File: src/rtl/cal_pkg.sv
package cal_pkg;
  typedef enum logic [1:0] {
    CMD_DC_OFF  = 2'd0,
    CMD_DC_GAIN = 2'd1,
    CMD_AC_OFF  = 2'd2,
    CMD_AC_GAIN = 2'd3
  } cal_cmd_e;

  typedef enum logic [1:0] {
    SEL_DC_OFF = 2'd0,
    SEL_GAIN   = 2'd1,
    SEL_AC_OFF = 2'd2,
    SEL_N      = 2'd3
  } reg_sel_e;

  typedef enum logic [2:0] {
    ST_IDLE,
    ST_SETTLE,
    ST_ACC,
    ST_DIV_MEAN,
    ST_DIV_FIN
  } cal_st_e;
endpackage

File: src/rtl/cal_div.sv
module cal_div #(
  parameter int W = 48
) (
  input  logic         clk_i,
  input  logic         rst_ni,
  input  logic         start_i,
  input  logic [W-1:0] num_i,
  input  logic [W-1:0] den_i,
  output logic         done_o,
  output logic [W-1:0] quo_o
);
  localparam int CNT_W = $clog2(W + 1);

  logic [W:0]       rem_q, rem_sh;
  logic [W-1:0]     quo_q, den_q;
  logic [CNT_W-1:0] cnt_q;
  logic             run_q, done_q;

  // numerator bits shift out of quo_q as quotient bits shift in
  assign rem_sh = {rem_q[W-1:0], quo_q[W-1]};

  always_ff @(posedge clk_i or negedge rst_ni) begin
    if (!rst_ni) begin
      rem_q  <= '0;
      quo_q  <= '0;
      den_q  <= '0;
      cnt_q  <= '0;
      run_q  <= 1'b0;
      done_q <= 1'b0;
    end else begin
      done_q <= 1'b0;
      if (start_i) begin
        rem_q <= '0;
        quo_q <= num_i;
        den_q <= den_i;
        cnt_q <= '0;
        run_q <= 1'b1;
      end else if (run_q) begin
        if (rem_sh >= {1'b0, den_q}) begin
          rem_q <= rem_sh - {1'b0, den_q};
          quo_q <= {quo_q[W-2:0], 1'b1};
        end else begin
          rem_q <= rem_sh;
          quo_q <= {quo_q[W-2:0], 1'b0};
        end
        if (cnt_q == CNT_W'(W - 1)) begin
          run_q  <= 1'b0;
          done_q <= 1'b1;
        end else begin
          cnt_q <= cnt_q + 1'b1;
        end
      end
    end
  end

  assign done_o = done_q;
  assign quo_o  = quo_q;
endmodule

File: src/rtl/cal_corr.sv
module cal_corr #(
  parameter int DW = 24
) (
  input  logic                 clk_i,
  input  logic                 rst_ni,
  input  logic signed [DW-1:0] smp_i,
  input  logic                 smp_vld_i,
  input  logic signed [DW-1:0] dc_off_i,
  input  logic [DW-1:0]        gain_i,
  input  logic [DW-1:0]        rms_i,
  input  logic                 rms_vld_i,
  input  logic [DW-1:0]        ac_off_i,
  output logic signed [DW-1:0] offs_smp_o,
  output logic signed [DW-1:0] smp_o,
  output logic                 smp_vld_o,
  output logic [DW-1:0]        rms_o,
  output logic                 rms_vld_o
);
  localparam int PW = 2 * DW + 2;
  localparam int FRAC = DW - 2;
  localparam logic signed [DW:0]   SUM_MAX = {2'b00, {(DW-1){1'b1}}};
  localparam logic signed [DW:0]   SUM_MIN = {2'b11, {(DW-1){1'b0}}};
  localparam logic signed [PW-1:0] PRD_MAX = {{(PW-DW+1){1'b0}}, {(DW-1){1'b1}}};
  localparam logic signed [PW-1:0] PRD_MIN = {{(PW-DW+1){1'b1}}, {(DW-1){1'b0}}};

  logic signed [DW:0]   sum;
  logic signed [PW-1:0] prod, scaled;
  logic signed [DW-1:0] scaled_sat;

  always_comb begin
    sum = {smp_i[DW-1], smp_i} + {dc_off_i[DW-1], dc_off_i};
    if (sum > SUM_MAX)      offs_smp_o = SUM_MAX[DW-1:0];
    else if (sum < SUM_MIN) offs_smp_o = SUM_MIN[DW-1:0];
    else                    offs_smp_o = sum[DW-1:0];
    prod   = $signed({{(PW-DW){offs_smp_o[DW-1]}}, offs_smp_o}) *
             $signed({{(PW-DW){1'b0}}, gain_i});
    scaled = prod >>> FRAC;
    if (scaled > PRD_MAX)      scaled_sat = PRD_MAX[DW-1:0];
    else if (scaled < PRD_MIN) scaled_sat = PRD_MIN[DW-1:0];
    else                       scaled_sat = scaled[DW-1:0];
  end

  always_ff @(posedge clk_i or negedge rst_ni) begin
    if (!rst_ni) begin
      smp_o     <= '0;
      smp_vld_o <= 1'b0;
      rms_o     <= '0;
      rms_vld_o <= 1'b0;
    end else begin
      smp_vld_o <= smp_vld_i;
      rms_vld_o <= rms_vld_i;
      if (smp_vld_i) smp_o <= scaled_sat;
      if (rms_vld_i) rms_o <= (rms_i > ac_off_i) ? rms_i - ac_off_i : '0;
    end
  end
endmodule

File: src/rtl/chan_cal_engine.sv
module chan_cal_engine
  import cal_pkg::*;
#(
  parameter int DW         = 24,
  parameter int NW         = 12,
  parameter int SETTLE     = 30,
  parameter int AC_CYC     = 6,
  parameter int N_DEF      = 16
) (
  input  logic          clk_i,
  input  logic          rst_ni,
  input  logic [DW-1:0] smp_i,
  input  logic          smp_vld_i,
  input  logic [DW-1:0] rms_i,
  input  logic          rms_vld_i,
  input  logic          cmd_vld_i,
  input  logic [1:0]    cmd_i,
  input  logic          wr_en_i,
  input  logic [1:0]    wr_sel_i,
  input  logic [DW-1:0] wr_data_i,
  input  logic [1:0]    rd_sel_i,
  output logic [DW-1:0] rd_data_o,
  input  logic          drdy_clr_i,
  input  logic          irq_mask_i,
  output logic [DW-1:0] smp_o,
  output logic          smp_vld_o,
  output logic [DW-1:0] rms_o,
  output logic          rms_vld_o,
  output logic          busy_o,
  output logic          drdy_o,
  output logic          irq_o,
  output logic          gain_inv_o
);
  localparam int AW    = DW + NW + 1;
  localparam int DIV_W = 2 * DW;
  localparam int SW    = $clog2(SETTLE + AC_CYC + 1);
  localparam int CW    = (NW > SW) ? NW : SW;
  localparam logic [DW-1:0]    ONE    = DW'(1) << (DW - 2);
  localparam logic [DW-1:0]    GMAX   = {DW{1'b1}};
  localparam longint           TGT_L  = ((longint'(6) <<< (DW - 1)) + 5) / 10;
  localparam logic [DW-1:0]    TGT    = TGT_L[DW-1:0];
  localparam logic [DIV_W-1:0] DC_NUM = DIV_W'(1) << (2 * DW - 3);
  localparam logic [DIV_W-1:0] DMAX   = (DIV_W'(1) << (DW - 1)) - 1'b1;

  logic signed [DW-1:0] dc_off_q;
  logic [DW-1:0]        gain_q, ac_off_q;
  logic [NW-1:0]        n_q;
  cal_st_e              st_q;
  cal_cmd_e             op_q;
  logic [CW-1:0]        cnt_q;
  logic signed [AW-1:0] acc_q, acc_term, acc_nxt;
  logic [AW-1:0]        acc_abs;
  logic                 acc_neg_q, drdy_q, inv_q;
  logic                 div_go_q, div_done;
  logic [DIV_W-1:0]     div_num_q, div_den_q, quo;
  logic signed [DW-1:0] offs_smp;

  cal_corr #(.DW(DW)) corr_i (
    .clk_i      (clk_i),
    .rst_ni     (rst_ni),
    .smp_i      (smp_i),
    .smp_vld_i  (smp_vld_i),
    .dc_off_i   (dc_off_q),
    .gain_i     (gain_q),
    .rms_i      (rms_i),
    .rms_vld_i  (rms_vld_i),
    .ac_off_i   (ac_off_q),
    .offs_smp_o (offs_smp),
    .smp_o      (smp_o),
    .smp_vld_o  (smp_vld_o),
    .rms_o      (rms_o),
    .rms_vld_o  (rms_vld_o)
  );

  cal_div #(.W(DIV_W)) div_i (
    .clk_i   (clk_i),
    .rst_ni  (rst_ni),
    .start_i (div_go_q),
    .num_i   (div_num_q),
    .den_i   (div_den_q),
    .done_o  (div_done),
    .quo_o   (quo)
  );

  always_comb begin
    unique case (op_q)
      CMD_DC_OFF:  acc_term = {{(AW-DW){smp_i[DW-1]}}, smp_i};
      CMD_DC_GAIN: acc_term = {{(AW-DW){offs_smp[DW-1]}}, offs_smp};
      CMD_AC_OFF:  acc_term = {{(AW-DW){1'b0}}, rms_i};
      default:     acc_term = '0;
    endcase
    acc_nxt = acc_q + acc_term;
    acc_abs = acc_nxt[AW-1] ? AW'(-acc_nxt) : AW'(acc_nxt);
  end

  always_ff @(posedge clk_i or negedge rst_ni) begin
    if (!rst_ni) begin
      dc_off_q  <= '0;
      gain_q    <= ONE;
      ac_off_q  <= '0;
      n_q       <= NW'(N_DEF);
      st_q      <= ST_IDLE;
      op_q      <= CMD_DC_OFF;
      cnt_q     <= '0;
      acc_q     <= '0;
      acc_neg_q <= 1'b0;
      drdy_q    <= 1'b0;
      inv_q     <= 1'b0;
      div_go_q  <= 1'b0;
      div_num_q <= '0;
      div_den_q <= '0;
    end else begin
      div_go_q <= 1'b0;
      if (wr_en_i) begin
        unique case (reg_sel_e'(wr_sel_i))
          SEL_DC_OFF: dc_off_q <= wr_data_i;
          SEL_GAIN:   gain_q   <= wr_data_i;
          SEL_AC_OFF: ac_off_q <= wr_data_i;
          default:    n_q      <= (wr_data_i[NW-1:0] == '0) ? NW'(1) : wr_data_i[NW-1:0];
        endcase
      end
      if (drdy_clr_i) drdy_q <= 1'b0;

      unique case (st_q)
        ST_IDLE: if (cmd_vld_i) begin
          op_q   <= cal_cmd_e'(cmd_i);
          cnt_q  <= '0;
          drdy_q <= 1'b0;
          st_q   <= ST_SETTLE;
          if (cal_cmd_e'(cmd_i) == CMD_DC_GAIN) gain_q   <= ONE;
          if (cal_cmd_e'(cmd_i) == CMD_AC_OFF)  ac_off_q <= '0;
        end
        ST_SETTLE: if (smp_vld_i) begin
          if (cnt_q == CW'(SETTLE - 1)) begin
            cnt_q <= '0;
            acc_q <= '0;
            st_q  <= ST_ACC;
          end else begin
            cnt_q <= cnt_q + 1'b1;
          end
        end
        ST_ACC: begin
          unique case (op_q)
            CMD_DC_OFF, CMD_DC_GAIN: if (smp_vld_i) begin
              acc_q <= acc_nxt;
              if (cnt_q == CW'(n_q) - 1'b1) begin
                acc_neg_q <= acc_nxt[AW-1];
                div_num_q <= DIV_W'(acc_abs);
                div_den_q <= DIV_W'(n_q);
                div_go_q  <= 1'b1;
                st_q      <= ST_DIV_MEAN;
              end else begin
                cnt_q <= cnt_q + 1'b1;
              end
            end
            CMD_AC_OFF: if (rms_vld_i) begin
              acc_q <= acc_nxt;
              if (cnt_q == CW'(AC_CYC - 1)) begin
                div_num_q <= DIV_W'(acc_nxt);
                div_den_q <= DIV_W'(AC_CYC);
                div_go_q  <= 1'b1;
                st_q      <= ST_DIV_FIN;
              end else begin
                cnt_q <= cnt_q + 1'b1;
              end
            end
            default: if (rms_vld_i) begin
              // scale the present gain so a non-unity start value is honoured
              div_num_q <= DIV_W'(gain_q) * DIV_W'(TGT);
              div_den_q <= DIV_W'(rms_i);
              div_go_q  <= 1'b1;
              st_q      <= ST_DIV_FIN;
            end
          endcase
        end
        ST_DIV_MEAN: if (div_done) begin
          if (op_q == CMD_DC_OFF) begin
            if (acc_neg_q) dc_off_q <= (quo > DMAX) ? DMAX[DW-1:0] : quo[DW-1:0];
            else           dc_off_q <= -quo[DW-1:0];
            drdy_q <= 1'b1;
            st_q   <= ST_IDLE;
          end else begin
            div_num_q <= DC_NUM;
            div_den_q <= quo;
            div_go_q  <= 1'b1;
            st_q      <= ST_DIV_FIN;
          end
        end
        ST_DIV_FIN: if (div_done) begin
          if (op_q == CMD_AC_OFF) begin
            ac_off_q <= quo[DW-1:0];
          end else if (|quo[DIV_W-1:DW]) begin
            gain_q <= GMAX;
            inv_q  <= 1'b1;
          end else begin
            gain_q <= quo[DW-1:0];
            inv_q  <= 1'b0;
          end
          drdy_q <= 1'b1;
          st_q   <= ST_IDLE;
        end
        default: st_q <= ST_IDLE;
      endcase
    end
  end

  always_comb begin
    unique case (reg_sel_e'(rd_sel_i))
      SEL_DC_OFF: rd_data_o = dc_off_q;
      SEL_GAIN:   rd_data_o = gain_q;
      SEL_AC_OFF: rd_data_o = ac_off_q;
      default:    rd_data_o = DW'(n_q);
    endcase
  end

  assign busy_o     = (st_q != ST_IDLE);
  assign drdy_o     = drdy_q;
  assign irq_o      = drdy_q & irq_mask_i;
  assign gain_inv_o = inv_q;
endmodule

File: config.mk
export PLATFORM = sky130hd
export DESIGN_NAME = chan_cal_engine
export DESIGN_NICKNAME = d
export VERILOG_FILES = /design/src/rtl/cal_pkg.sv /design/src/rtl/cal_div.sv /design/src/rtl/cal_corr.sv /design/src/rtl/chan_cal_engine.sv
export SDC_FILE = /design/constraint.sdc
export NUM_CORES = 2
export LEC_CHECK = 0
export BUFFER_PORTS_ARGS = -buffer_cell sky130_fd_sc_hd__buf_2
export CELL_PAD_IN_SITES_DETAIL_PLACEMENT = 1
export CELL_PAD_IN_SITES_GLOBAL_PLACEMENT = 1
export CORE_ASPECT_RATIO = 1.4
export CORE_UTILIZATION = 38
export CTS_BUF_LIST = sky130_fd_sc_hd__clkbuf_8
export CTS_CLUSTER_DIAMETER = 200
export DETAILED_ROUTE_END_ITERATION = 7
export GPL_TIMING_DRIVEN = 0
export PLACE_DENSITY = 0.66
export SYNTH_ARGS = -nofsm -noshare
export SYNTH_HDL_FRONTEND = slang
export SYNTH_SLANG_ARGS = --single-unit
File: constraint.sdc
create_clock -name clk_i -period 12.9 [get_ports clk_i]
set_input_delay 1.29 -clock clk_i [delete_from_list [all_inputs] [get_ports clk_i]]
set_output_delay 1.29 -clock clk_i [all_outputs]
set_load 0.005 [all_outputs]
==> impl_metrics.json <==
{
  "cpMaxStageDelayCell": "fa_1",
  "syn_nets": 7661,
  "wl_met2_mm": 107,
  "setup_viol": 0,
  "cts_buffers": 80,
  "met3WireLength_mm": 12.6,
  "die_area_mm2": 0.150,
  "cts.path.max_buffers": 3,
  "rr_startpoint": "dc_off_q[0]$_DFF_PN0_",
  "synth_top_area_share_pct": 24.4,
  "viasPerCell": 5.64,
  "dp_hpwl_mm": 191,
  "cp.required_ns": 13.59,
  "tightest_slew_ns": 1.43,
  "antenna_found_initial": 29,
  "crit_fanout": 10,
  "synth_top_family_by_area": "adder cells",
  "syn2layout_area_growth_pct": 9.71,
  "drc": 0,
  "rows": 166,
  "cts_tree": "built",
  "grt_use_total_pct": 31.2,
  "synthAdderAreaFrac_pct": 36.3,
  "insertion_delay_ns": 0.81,
  "nets": 7911,
  "startpoint": "smp_i[20]",
  "synth_seq_area_share_pct": 19.6,
  "die_h_um": 457,
  "io_buffers": 161,
  "grt_pass1_vias": 52400,
  "synth_edf_count": 0,
  "reg2reg_depth": 41,
  "path_common_cell": "fa_1",
  "path_class": "primary input to register",
  "grt_pass1_wl_mm": 342,
  "drt_wl_total_mm": 231,
  "drt-initial-drc-count": 3179,
  "crit_arrival_ns": 13.15,
  "synthCells": 6360,
  "synth.area.top_cells": "fa_1 (24%), dfrtp_1 (19%), ha_1 (12%), inv_1 (6.9%), nand2_1 (5.1%)",
  "drt-met1-wl_mm": 95.6,
  "timing.rr.end": "corr_i.smp_o[2]$_DFFE_PN0P_",
  "slew_viol_final": 0,
  "grt_max_degree": 103,
  "clock.fmax_mhz": 80.3,
  "synth_seq_cells": 440,
  "ys_types": 82,
  "start_util_pct": 38.4,
  "async_flop_share_pct": 100,
  "clk_pin_slew_worst_paths_ns": 0.07,
  "grt_overflow": 0,
  "netlist_area_mm2": 0.0562,
  "max-slew-margin-rel_pct": 4.92,
  "highest_layer": "met5",
  "core_area_mm2": 0.146,
  "status": "finished clean",
  "timing.final.crit_share_pct": 96.6,
  "io_pins": 164,
  "cts_sinks": 440,
  "wl_per_cell_um": 26.9,
  "end_kind": "register",
  "synth-compound-area-share_pct": 13.7,
  "die_w_um": 327,
  "hp-class": "register to register",
  "finalCriticalPeriod_ns": 12.46,
  "yosysWarnings": 0,
  "rsz0062_at_grt": "yes",
  "crit_end": "corr_i.smp_o[2]$_DFFE_PN0P_",
  "hold_viol": 0,
  "r2r_slack_ns": 0.64,
  "vias": 48600,
  "avgSynthCellArea_um2": 8.84,
  "clock_skew_ns": 0.0675,
  "setup_tns_ns": 0,
  "ant_nets": 0,
  "ys.flop_type": "dfrtp_1",
  "synth-xor-area-share_pct": 3.69,
  "cp-start-kind": "primary input",
  "critPathMaxStageDelay_ns": 0.55,
  "maxCapViolCount": 0,
  "synth_mux_area_share_pct": 3.62,
  "first_pass_iters": 5,
  "yosys.area_share.simple_pct": 14.2,
  "synth_top_area_cell": "fa_1",
  "place.gp.congestion": 0.990,
  "cts_root_buf": "clkbuf_8",
  "htree_levels": 3,
  "drive_above_1_share_pct": 6.25
}
## timing repair
action | 4_1_cts | 5_1_grt
pin swaps | 2 | 1
setup endpoints to repair | 24 | 23
buffers inserted | 3 | 0
hold endpoints to repair | 0 | 0
resized for setup | 53 | 22
hold buffers | 0 | 0
## stage by stage
stage / instance area (µm²) / std cells / hold WS, ns / setup WS (ns) / util (%)
after detailed placement: 59600 / 8458 / 0.459 / -3.01 / 40.7
after floorplan: 56200 / 6360 / 0.439 / 1.58 / -
final: 61700 / 8614 / 0.469 / 0.444 / 42.1
after global routing: 61700 / 8608 / 0.496 / -0.0170 / 42.1
after global placement: 59500 / 8453 / 0.456 / -2.73 / 40.6
after CTS: 61700 / 8607 / 0.467 / 0.0238 / 42.1
## how the worst min path moves through the flow
stage,startpoint,endpoint,slack (ns),depth (start not counted)
after CTS,div_num_q[44]$_DFFE_PN0P_,div_i.quo_o[44]$_DFFE_PN0P_,0.47,2
final,div_num_q[44]$_DFFE_PN0P_,div_i.quo_o[44]$_DFFE_PN0P_,0.47,2
after detailed placement,div_den_q[37]$_DFFE_PN0P_,div_den_q[37]$_DFFE_PN0P_,0.46,2
after global routing,div_den_q[37]$_DFFE_PN0P_,div_den_q[37]$_DFFE_PN0P_,0.50,2
after global placement,div_den_q[40]$_DFFE_PN0P_,div_den_q[40]$_DFFE_PN0P_,0.46,2
after floorplan,div_den_q[24]$_DFFE_PN0P_,div_den_q[24]$_DFFE_PN0P_,0.44,2
## synthesized netlist by cell type, drive strengths merged, types with 27 or more instances
library cell	n
inv	1040
nand2	771
fa	684
ha	531
o21ai	448
dfrtp	438
clkbuf	272
nor2	272
a21oi	261
and2	240
mux2i	157
xnor2	152
a21o	116
nand3	101
xor2	85
nor3	54
a31oi	48
or3	48
nor2b	45
o31ai	43
nand4	38
a311oi	37
o21bai	36
o21a	32
a22oi	30
nand2b	27
## metal layers
layer  up-vias  GRT usage [%]
met5         -              0
met4        14           18.7
met3       486           4.10
met2      1544           50.4
met1     25200           39.7
li1      21300              -
## worst max-delay path: cells and delay by family
| kind | cells | cell delay, ns |
|---|---|---|
| xor gates and xnor gates | 2 | 0.45 |
| and+or+nand+nor | 4 | 0.77 |
| adders and majority gates | 9 | 4.27 |
| AOI/OAI and AO/OA | 17 | 4.22 |
| buffers and inverters | 10 | 2.15 |
## logic make-up after synthesis
family / count (synthesis)
compound gates: 1243
xor+xnor: 237
fa+ha+maj: 1220
buf+inv: 1333
flops: 440
mux: 186
simple gates: 1701
## cell usage in the layout, fill, tap and decap left out, drive strengths merged, types with 24 or more instances in the layout
| cell | instances |
|---|---|
| o21bai | 36 |
| a311oi | 37 |
| nor2 | 272 |
| dfrtp | 438 |
| or3 | 48 |
| nand3 | 101 |
| mux2i | 157 |
| buf | 187 |
| clkbuf | 371 |
| inv | 1063 |
| o21ai | 448 |
| ha | 531 |
| nand2b | 27 |
| xnor2 | 152 |
| nand2 | 771 |
| fa | 684 |
| and3 | 25 |
| o21a | 32 |
| nand4 | 38 |
| and2 | 240 |
| a31oi | 48 |
| nor3 | 54 |
| nor2b | 45 |
| a211oi | 24 |
| a21o | 116 |
| xor2 | 85 |
| a22oi | 30 |
| o31ai | 43 |
| a21oi | 261 |
## area by class of cell
cell class	instances	area, µm²
diodes	8	20.0
plain buffers	289	1130
clock buffers	99	1360
clock inverters	47	434
fillers	17300	84700
inverters	1042	3910
multi-input cells	4587	40400
flip-flops and latches	440	11000
well taps	1932	2420
repair buffers	170	980
## flip-flops by register name, summed over array words and instances, names as in the netlist, 24 cells and up
name,flops
corr_i.smp_o,24
acc_q,37
gain_q,24
ac_off_q,24
div_i.den_q,48
div_den_q,48
div_num_q,48
div_i.quo_o,48
corr_i.rms_o,24
dc_off_q,24
div_i.rem_q,48
Power is left out: the tool's default activity adds up to more than one toggle a clock period on the data nets, which glitch-free logic cannot reach.
